## src/rtl/sercmd_pkg.sv

```systemverilog
package sercmd_pkg;

    localparam int BYTE_W = 8;
    localparam int ADDR_W = 3;
    localparam int NREG   = 1 << ADDR_W;

    // Status byte bit positions (host decodes these)
    localparam int ST_AVAIL = 7;
    localparam int ST_PAIR  = 6;
    localparam int ST_READY = 5;

    typedef enum logic [2:0] {
        K_NONE,
        K_STAGE1,
        K_STAGE2,
        K_FETCH1,
        K_FETCH2,
        K_WRITE
    } op_kind_e;

    typedef enum logic [1:0] {
        SLOT_CMD,
        SLOT_WDATA,
        SLOT_OUT_A,
        SLOT_OUT_B
    } slot_e;

    function automatic op_kind_e classify(input logic [BYTE_W-1:0] op);
        op_kind_e k;
        if (op[7:3] == 5'b01000)
            k = K_STAGE1;
        else if (op[7:3] == 5'b01100 && op[2:0] != 3'b111)
            k = K_STAGE2;
        else if (op == 8'hF8)
            k = K_FETCH1;
        else if (op == 8'hF9)
            k = K_FETCH2;
        else if (op[7:5] == 3'b110)
            k = K_WRITE;
        else
            k = K_NONE;
        return k;
    endfunction

    function automatic logic [BYTE_W-1:0] pack_status(input logic avail,
                                                      input logic pair,
                                                      input logic ready);
        logic [BYTE_W-1:0] s;
        s           = '0;
        s[ST_AVAIL] = avail;
        s[ST_PAIR]  = pair & avail;
        s[ST_READY] = ready;
        return s;
    endfunction

endpackage

```

## src/rtl/sercmd_sync.sv

```systemverilog
module sercmd_sync #(
    parameter int               W       = 3,
    parameter int               STAGES  = 2,
    parameter logic [W-1:0]     RST_VAL = '0
) (
    input  logic         clk,
    input  logic         rst_n,
    input  logic [W-1:0] din,
    output logic [W-1:0] level,
    output logic [W-1:0] rise,
    output logic [W-1:0] fall
);

    typedef struct packed {
        logic [STAGES-1:0][W-1:0] pipe;
        logic [W-1:0]             prev;
    } sync_t;

    sync_t s_d, s_q;

    always_comb begin
        s_d         = s_q;
        s_d.pipe[0] = din;
        for (int k = 1; k < STAGES; k++) begin
            s_d.pipe[k] = s_q.pipe[k-1];
        end
        s_d.prev    = s_q.pipe[STAGES-1];
    end

    always_ff @(posedge clk or negedge rst_n) begin
        if (!rst_n) begin
            s_q.pipe <= {STAGES{RST_VAL}};
            s_q.prev <= RST_VAL;
        end else begin
            s_q <= s_d;
        end
    end

    assign level = s_q.pipe[STAGES-1];
    assign rise  = level & ~s_q.prev;
    assign fall  = ~level & s_q.prev;

endmodule

```

## src/rtl/sercmd_shift.sv

```systemverilog
module sercmd_shift #(
    parameter int BW = 8
) (
    input  logic          clk,
    input  logic          rst_n,
    input  logic          sel,
    input  logic          sck_rise,
    input  logic          sck_fall,
    input  logic          sdi,
    input  logic [BW-1:0] load_byte,
    output logic          byte_done,
    output logic [BW-1:0] rx_byte,
    output logic          sdo
);

    localparam int CW = $clog2(BW);

    typedef struct packed {
        logic [CW-1:0] cnt;
        logic [BW-1:0] rx;
        logic [BW-1:0] tx;
    } shift_t;

    shift_t s_d, s_q;

    always_comb begin
        s_d       = s_q;
        byte_done = sel && sck_rise && (s_q.cnt == CW'(BW - 1));
        rx_byte   = {s_q.rx[BW-2:0], sdi};
        if (!sel) begin
            s_d.cnt = '0;
            s_d.tx  = load_byte;
        end else begin
            if (sck_rise) begin
                s_d.rx  = rx_byte;
                s_d.cnt = byte_done ? '0 : s_q.cnt + 1'b1;
            end
            if (byte_done) begin
                s_d.tx = load_byte;
            end else if (sck_fall && s_q.cnt != '0) begin
                s_d.tx = {s_q.tx[BW-2:0], 1'b1};
            end
        end
    end

    always_ff @(posedge clk or negedge rst_n) begin
        if (!rst_n) begin
            s_q <= '0;
        end else begin
            s_q <= s_d;
        end
    end

    assign sdo = s_q.tx[BW-1];

endmodule

```

## src/rtl/sercmd_ctrl.sv

```systemverilog
module sercmd_ctrl
    import sercmd_pkg::*;
#(
    parameter logic [BYTE_W-1:0] FILL = 8'hFF
) (
    input  logic              clk,
    input  logic              rst_n,
    input  logic              sel,
    input  logic              byte_done,
    input  logic [BYTE_W-1:0] rx_byte,
    output logic [BYTE_W-1:0] tx_next,
    output logic [BYTE_W-1:0] status,
    output logic              cmd_slot
);

    typedef struct packed {
        slot_e                        slot;
        logic                         two;
        logic [ADDR_W-1:0]            waddr;
        logic [BYTE_W-1:0]            buf_a;
        logic [BYTE_W-1:0]            buf_b;
        logic                         avail;
        logic                         pair;
        logic                         ready;
        logic [NREG-1:0][BYTE_W-1:0]  regs;
    } ctrl_t;

    ctrl_t c_d, c_q;

    logic [ADDR_W-1:0] addr;
    logic [ADDR_W-1:0] addr_nxt;
    op_kind_e          kind;

    always_comb begin
        c_d      = c_q;
        addr     = rx_byte[ADDR_W-1:0];
        addr_nxt = addr + 1'b1;
        kind     = classify(rx_byte);

        if (!sel) begin
            c_d.slot  = SLOT_CMD;
            c_d.two   = 1'b0;
            c_d.ready = 1'b1;
        end else if (byte_done) begin
            unique case (c_q.slot)
                SLOT_CMD: begin
                    unique case (kind)
                        K_STAGE1: begin
                            c_d.buf_a = c_q.regs[addr];
                            c_d.buf_b = FILL;
                            c_d.avail = 1'b1;
                            c_d.pair  = 1'b0;
                        end
                        K_STAGE2: begin
                            c_d.buf_a = c_q.regs[addr];
                            c_d.buf_b = c_q.regs[addr_nxt];
                            c_d.avail = 1'b1;
                            c_d.pair  = 1'b1;
                        end
                        K_FETCH1: begin
                            c_d.slot = SLOT_OUT_A;
                            c_d.two  = 1'b0;
                        end
                        K_FETCH2: begin
                            c_d.slot = SLOT_OUT_A;
                            c_d.two  = 1'b1;
                        end
                        K_WRITE: begin
                            c_d.slot  = SLOT_WDATA;
                            c_d.waddr = addr;
                            c_d.ready = 1'b0;
                        end
                        default: ;
                    endcase
                end
                SLOT_WDATA: begin
                    c_d.regs[c_q.waddr] = rx_byte;
                    c_d.ready           = 1'b1;
                    c_d.slot            = SLOT_CMD;
                end
                SLOT_OUT_A: begin
                    if (c_q.avail && !c_q.pair) begin
                        c_d.avail = 1'b0;
                    end
                    c_d.slot = c_q.two ? SLOT_OUT_B : SLOT_CMD;
                end
                SLOT_OUT_B: begin
                    if (c_q.avail && c_q.pair) begin
                        c_d.avail = 1'b0;
                        c_d.pair  = 1'b0;
                    end
                    c_d.slot = SLOT_CMD;
                    c_d.two  = 1'b0;
                end
                default: ;
            endcase
        end

        unique case (c_d.slot)
            SLOT_OUT_A: tx_next = c_d.buf_a;
            SLOT_OUT_B: tx_next = c_d.buf_b;
            default:    tx_next = pack_status(c_d.avail, c_d.pair, c_d.ready);
        endcase
    end

    always_ff @(posedge clk or negedge rst_n) begin
        if (!rst_n) begin
            c_q       <= '0;
            c_q.ready <= 1'b1;
        end else begin
            c_q <= c_d;
        end
    end

    assign status   = pack_status(c_q.avail, c_q.pair, c_q.ready);
    assign cmd_slot = (c_q.slot == SLOT_CMD);

endmodule

```

## src/rtl/sercmd_decoder.sv

```systemverilog
module sercmd_decoder
    import sercmd_pkg::*;
#(
    parameter int SYNC_STAGES = 2
) (
    input  logic clk,
    input  logic rst_n,
    input  logic ser_clk,
    input  logic ser_din,
    input  logic ser_sel_n,
    output logic ser_dout
);

    localparam int NPIN = 3;
    localparam int P_DIN = 0;
    localparam int P_CLK = 1;
    localparam int P_SEL = 2;

    logic [NPIN-1:0]   pin_lvl, pin_rise, pin_fall;
    logic              sel_w;
    logic              byte_done_w;
    logic [BYTE_W-1:0] rx_byte_w;
    logic [BYTE_W-1:0] tx_next_w;
    logic [BYTE_W-1:0] status_w;
    logic              cmd_slot_w;

    sercmd_sync #(
        .W       (NPIN),
        .STAGES  (SYNC_STAGES),
        .RST_VAL (3'b100)
    ) u_sync (
        .clk   (clk),
        .rst_n (rst_n),
        .din   ({ser_sel_n, ser_clk, ser_din}),
        .level (pin_lvl),
        .rise  (pin_rise),
        .fall  (pin_fall)
    );

    assign sel_w = ~pin_lvl[P_SEL];

    sercmd_shift #(
        .BW (BYTE_W)
    ) u_shift (
        .clk       (clk),
        .rst_n     (rst_n),
        .sel       (sel_w),
        .sck_rise  (pin_rise[P_CLK]),
        .sck_fall  (pin_fall[P_CLK]),
        .sdi       (pin_lvl[P_DIN]),
        .load_byte (tx_next_w),
        .byte_done (byte_done_w),
        .rx_byte   (rx_byte_w),
        .sdo       (ser_dout)
    );

    sercmd_ctrl u_ctrl (
        .clk       (clk),
        .rst_n     (rst_n),
        .sel       (sel_w),
        .byte_done (byte_done_w),
        .rx_byte   (rx_byte_w),
        .tx_next   (tx_next_w),
        .status    (status_w),
        .cmd_slot  (cmd_slot_w)
    );

endmodule

```

## config.mk

```make
export PLATFORM = sky130hd
export DESIGN_NAME = sercmd_decoder
export DESIGN_NICKNAME = d
export VERILOG_FILES = /design/src/rtl/sercmd_pkg.sv /design/src/rtl/sercmd_sync.sv /design/src/rtl/sercmd_shift.sv /design/src/rtl/sercmd_ctrl.sv /design/src/rtl/sercmd_decoder.sv
export SDC_FILE = /design/constraint.sdc
export NUM_CORES = 1
export LEC_CHECK = 0
export ABC_AREA = 1
export BUFFER_PORTS_ARGS = -buffer_cell sky130_fd_sc_hd__buf_2
export CORE_ASPECT_RATIO = 1.2
export CORE_MARGIN = 4
export CORE_UTILIZATION = 40
export CTS_BUF_LIST = sky130_fd_sc_hd__clkbuf_16
export DETAILED_ROUTE_END_ITERATION = 12
export MAX_ROUTING_LAYER = met4
export PLACE_DENSITY = 0.54
export SETUP_SLACK_MARGIN = 0.2
export SLEW_MARGIN = 20
export SYNTH_ARGS = -nofsm -noshare
export SYNTH_HDL_FRONTEND = slang
export SYNTH_SLANG_ARGS = --single-unit
export TNS_END_PERCENT = 50
```

## constraint.sdc

```tcl
create_clock -name clk -period 2.8 [get_ports clk]
set_input_delay 0.28 -clock clk [delete_from_list [all_inputs] [get_ports clk]]
set_output_delay 0.28 -clock clk [all_outputs]
set_load 0.01 [all_outputs]
```

==> impl_metrics.toml <==
[yosys]
seq_area_frac_synth_pct = 47.9
yosys_register_bits = 114
synthDistinctLibCells = 30
netlist_area_um2 = 5970
syn-num-nets = 802
syn-instance-count = 786
yosys_warnings = 0
postSynthAreaPerCell_um2 = 7.59

[hold_path]
worstHoldPathType = "reg2reg"
worstHoldPathCells = 0
min_to = "u_sync.level[1]$_DFF_PN0_"
hp-start = "u_sync.s_d[7]$_DFF_PN0_"

[critical_path]
worstSetupEndpointType = "flip-flop"
slowest_delay_ps = 390
reg2reg_depth = 13
start_kind = "flip-flop"
cp_max_fo = 12
crit_buf_inv = 2
regToRegSetupSlack_ps = 570
r2r-end = "u_shift.s_q[4]$_DFFE_PN0P_"
critical_path.cell_chain = "buf_4, ha_1, ha_1, nor2_1, nand3_1, nor2_1, nand3_1, o21ai_0, inv_1, nand3_1, nand3_1, nand2_1, nand2_1"
critPathSlowestCell = "dfrtp_1"
r2r_start = "u_shift.rx_byte[1]$_DFFE_PN0P_"
worstPathRequired_ps = 3120
cp.arrival_ps = 2550
cp_top_family = "simple AND/OR/NAND/NOR gates"
critPathKind = "reg2reg"
crit_path_frequent_cell = "nand3_1"

[grt]
antenna_found_initial = 0
track_usage_pct = 20.1
first_global_vias = 4985
grt_max_degree = 67
grt_remaining_overflow = 0
grt_pass1_wl_mm = 26.1

[clock_network]
cts_tree = "built"
clockBufferDepth = 2
cts_made_buffers = 17
clk-insertion-delay-late_ps = 430
post_cts_buffers = 0
clk_pin_slew_ps = 60
root_buffer = "clkbuf_16"
ctsHtreeMaxLevel = 4
post_cts_resized = 0
cts_sinks = 114

[route]
num_vias = 5121
wire_per_inst_um = 15.4
dr.first_iter.drc_count = 409
first_pass_iters = 5
wl_mm = 15.4
drc_errors = 0
ant_nets = 0
vias_per_cell = 5.12

[floorplanning]
start_util_pct = 41.1
die_y_um = 142
io_pins = 6
die_w_um = 119
rows = 48
core-area_um2 = 14500
die_area_um2 = 16900

[power]
powerDensity_nw_per_um2 = 659
power.leakage_nw = 3.19
power_mw = 4.46
vdd_drop_max_uv = 304

[timing]
post-route-period-util_pct = 79.6
timing_max_transition_violations_final = 0
hold_viol_final = 0
tns_ps = 0
setup_viol_count_final = 0
tightestPinTransition_ps = 687
slew_headroom_pct = 54.1
fmax_mhz = 448
min_period_ps = 2230
skew_ps = 13.3
rsz0062_at_grt = "false"

[finish]
multi_input_area_um2 = 2700
final-seq-area_um2 = 2860
final_layout_size_suffix_gt1_share_pct = 10.5
nFillCells = 1511
areaGrowthSynthToFinish_pct = 13.3
antenna_cells = 0
fin_nets = 804

[placement]
dp_hpwl_mm = 10.4
place.gp.congestion = 0.839
portBuffers = 5

[run_status]
status = "finished clean"

[job]
timing.max_cap.violations = 0
## area by class of cell
cell class / instances / share of cell area, %
Clock buffer: 17 / 6.29
Timing Repair Buffer: 22 / 2.63
Tap cell: 200 / 3.70
Sequential cell: 114 / 42.3
Multi-Input combinational cell: 581 / 39.9
Inverter: 52 / 2.98
Clock inverter: 15 / 2.24
## cells in the final DEF (no fill, tap or decap), types with 2 or more instances in the layout
master         Yosys  final
o21ai_0          107    107
inv_2             10     10
clkinv_1           0      3
dfrtp_1          111    110
o31ai_1            4      4
nand2_1          258    258
clkinvlp_4         0      2
a21oi_1           22     22
buf_4              4     13
inv_1             40     43
clkbuf_16          0     17
nor2_2             8      8
clkinv_2           1      4
dlygate4sd3_1      0      4
nand2_2            7      7
o211ai_1           2      2
nand2_4            3      3
buf_2             12      4
or2_2              2      2
dfstp_2            3      3
ha_1              11     11
nor2_1            51     51
nand3_1           98     98
bufinv_16          0      3
nand4_1            2      2
## where the power goes
part | switching [mW] | internal (mW)
Combinational | 0.425 | 0.166
Clock | 0.760 | 1.37
Sequential | 0.0462 | 1.69
## per-stage QoR
| stage | utilization, % | worst slack (ps) | instance area [µm²] | instances | hold WS (ps) |
|---|---|---|---|---|---|
| final | 46.5 | 570 | 6760 | 1001 | 348 |
| after global routing | 46.5 | 297 | 6760 | 1001 | 366 |
| after CTS | 46.5 | 551 | 6760 | 1001 | 351 |
| after detailed placement | 42.3 | 580 | 6150 | 965 | 284 |
| after global placement | 42.3 | 626 | 6150 | 965 | 287 |
| after floorplan | - | 382 | 5970 | 786 | -15.6 |
## worst max-delay path by stage
stage                     cells after the start                            from                          to  slack, ps
after detailed placement                     13  u_shift.rx_byte[1]$_DFFE_PN0P_  u_shift.s_q[4]$_DFFE_PN0P_        580
after floorplan                              17       u_sync.level[0]$_DFF_PN0_  u_shift.s_q[1]$_DFFE_PN0P_        380
after global placement                       14  u_shift.rx_byte[1]$_DFFE_PN0P_  u_shift.s_q[6]$_DFFE_PN0P_        630
after CTS                                    13  u_shift.rx_byte[1]$_DFFE_PN0P_  u_shift.s_q[4]$_DFFE_PN0P_        550
after global routing                         13  u_shift.rx_byte[1]$_DFFE_PN0P_  u_shift.s_q[4]$_DFFE_PN0P_        300
final                                        13  u_shift.rx_byte[1]$_DFFE_PN0P_  u_shift.s_q[4]$_DFFE_PN0P_        570
## per-layer routing
| metal | wire length [µm] | vias to the layer above | GRT usage, % |
|---|---|---|---|
| met1 | 7070 | 2406 | 25.0 |
| met2 | 7190 | 117 | 31.4 |
| met3 | 714 | 30 | 4.67 |
| li1 | - | 2568 | - |
| met5 | 0 | - | - |
| met4 | 402 | 0 | 9.23 |
## synth_stat cells
cell | n | area [µm²]
nand2_1 | 258 | 968
dfrtp_1 | 111 | 2780
o21ai_0 | 107 | 536
nand3_1 | 98 | 490
nor2_1 | 51 | 191
inv_1 | 40 | 150
a21oi_1 | 22 | 110
clkbuf_1 | 19 | 71.3
buf_2 | 12 | 60.1
ha_1 | 11 | 138
inv_2 | 10 | 37.5
nor2_2 | 8 | 50.1
nand2_2 | 7 | 43.8
buf_4 | 4 | 30.0
o31ai_1 | 4 | 30.0
buf_6 | 3 | 33.8
dfstp_2 | 3 | 78.8
nand2_4 | 3 | 33.8
nand4_1 | 2 | 12.5
o211ai_1 | 2 | 15.0
or2_2 | 2 | 12.5
a211oi_1 | 1 | 7.51
buf_8 | 1 | 15.0
clkinv_2 | 1 | 5.00
inv_6 | 1 | 8.76
nand3_2 | 1 | 10.0
nand3_4 | 1 | 17.5
nand4_2 | 1 | 12.5
nor2_4 | 1 | 11.3
o41ai_1 | 1 | 8.76
## cells by family (layout without fill, tap and decap cells)
group	Yosys count	after routing	synth area share (%)
and+or+nand+nor	433	433	31.1
AOI/OAI and AO/OA	137	137	11.8
DFF	114	114	47.9
buffers and inverters	91	106	6.90
adders and majority gates	11	11	2.31
## repair_timing
item | in CTS | in global routing
hold buffers | 4 | 0
hold endpoints to repair | 37 | 0
endpoints found under the setup margin | 0 | 0
Power figures use the tool's default switching activity.
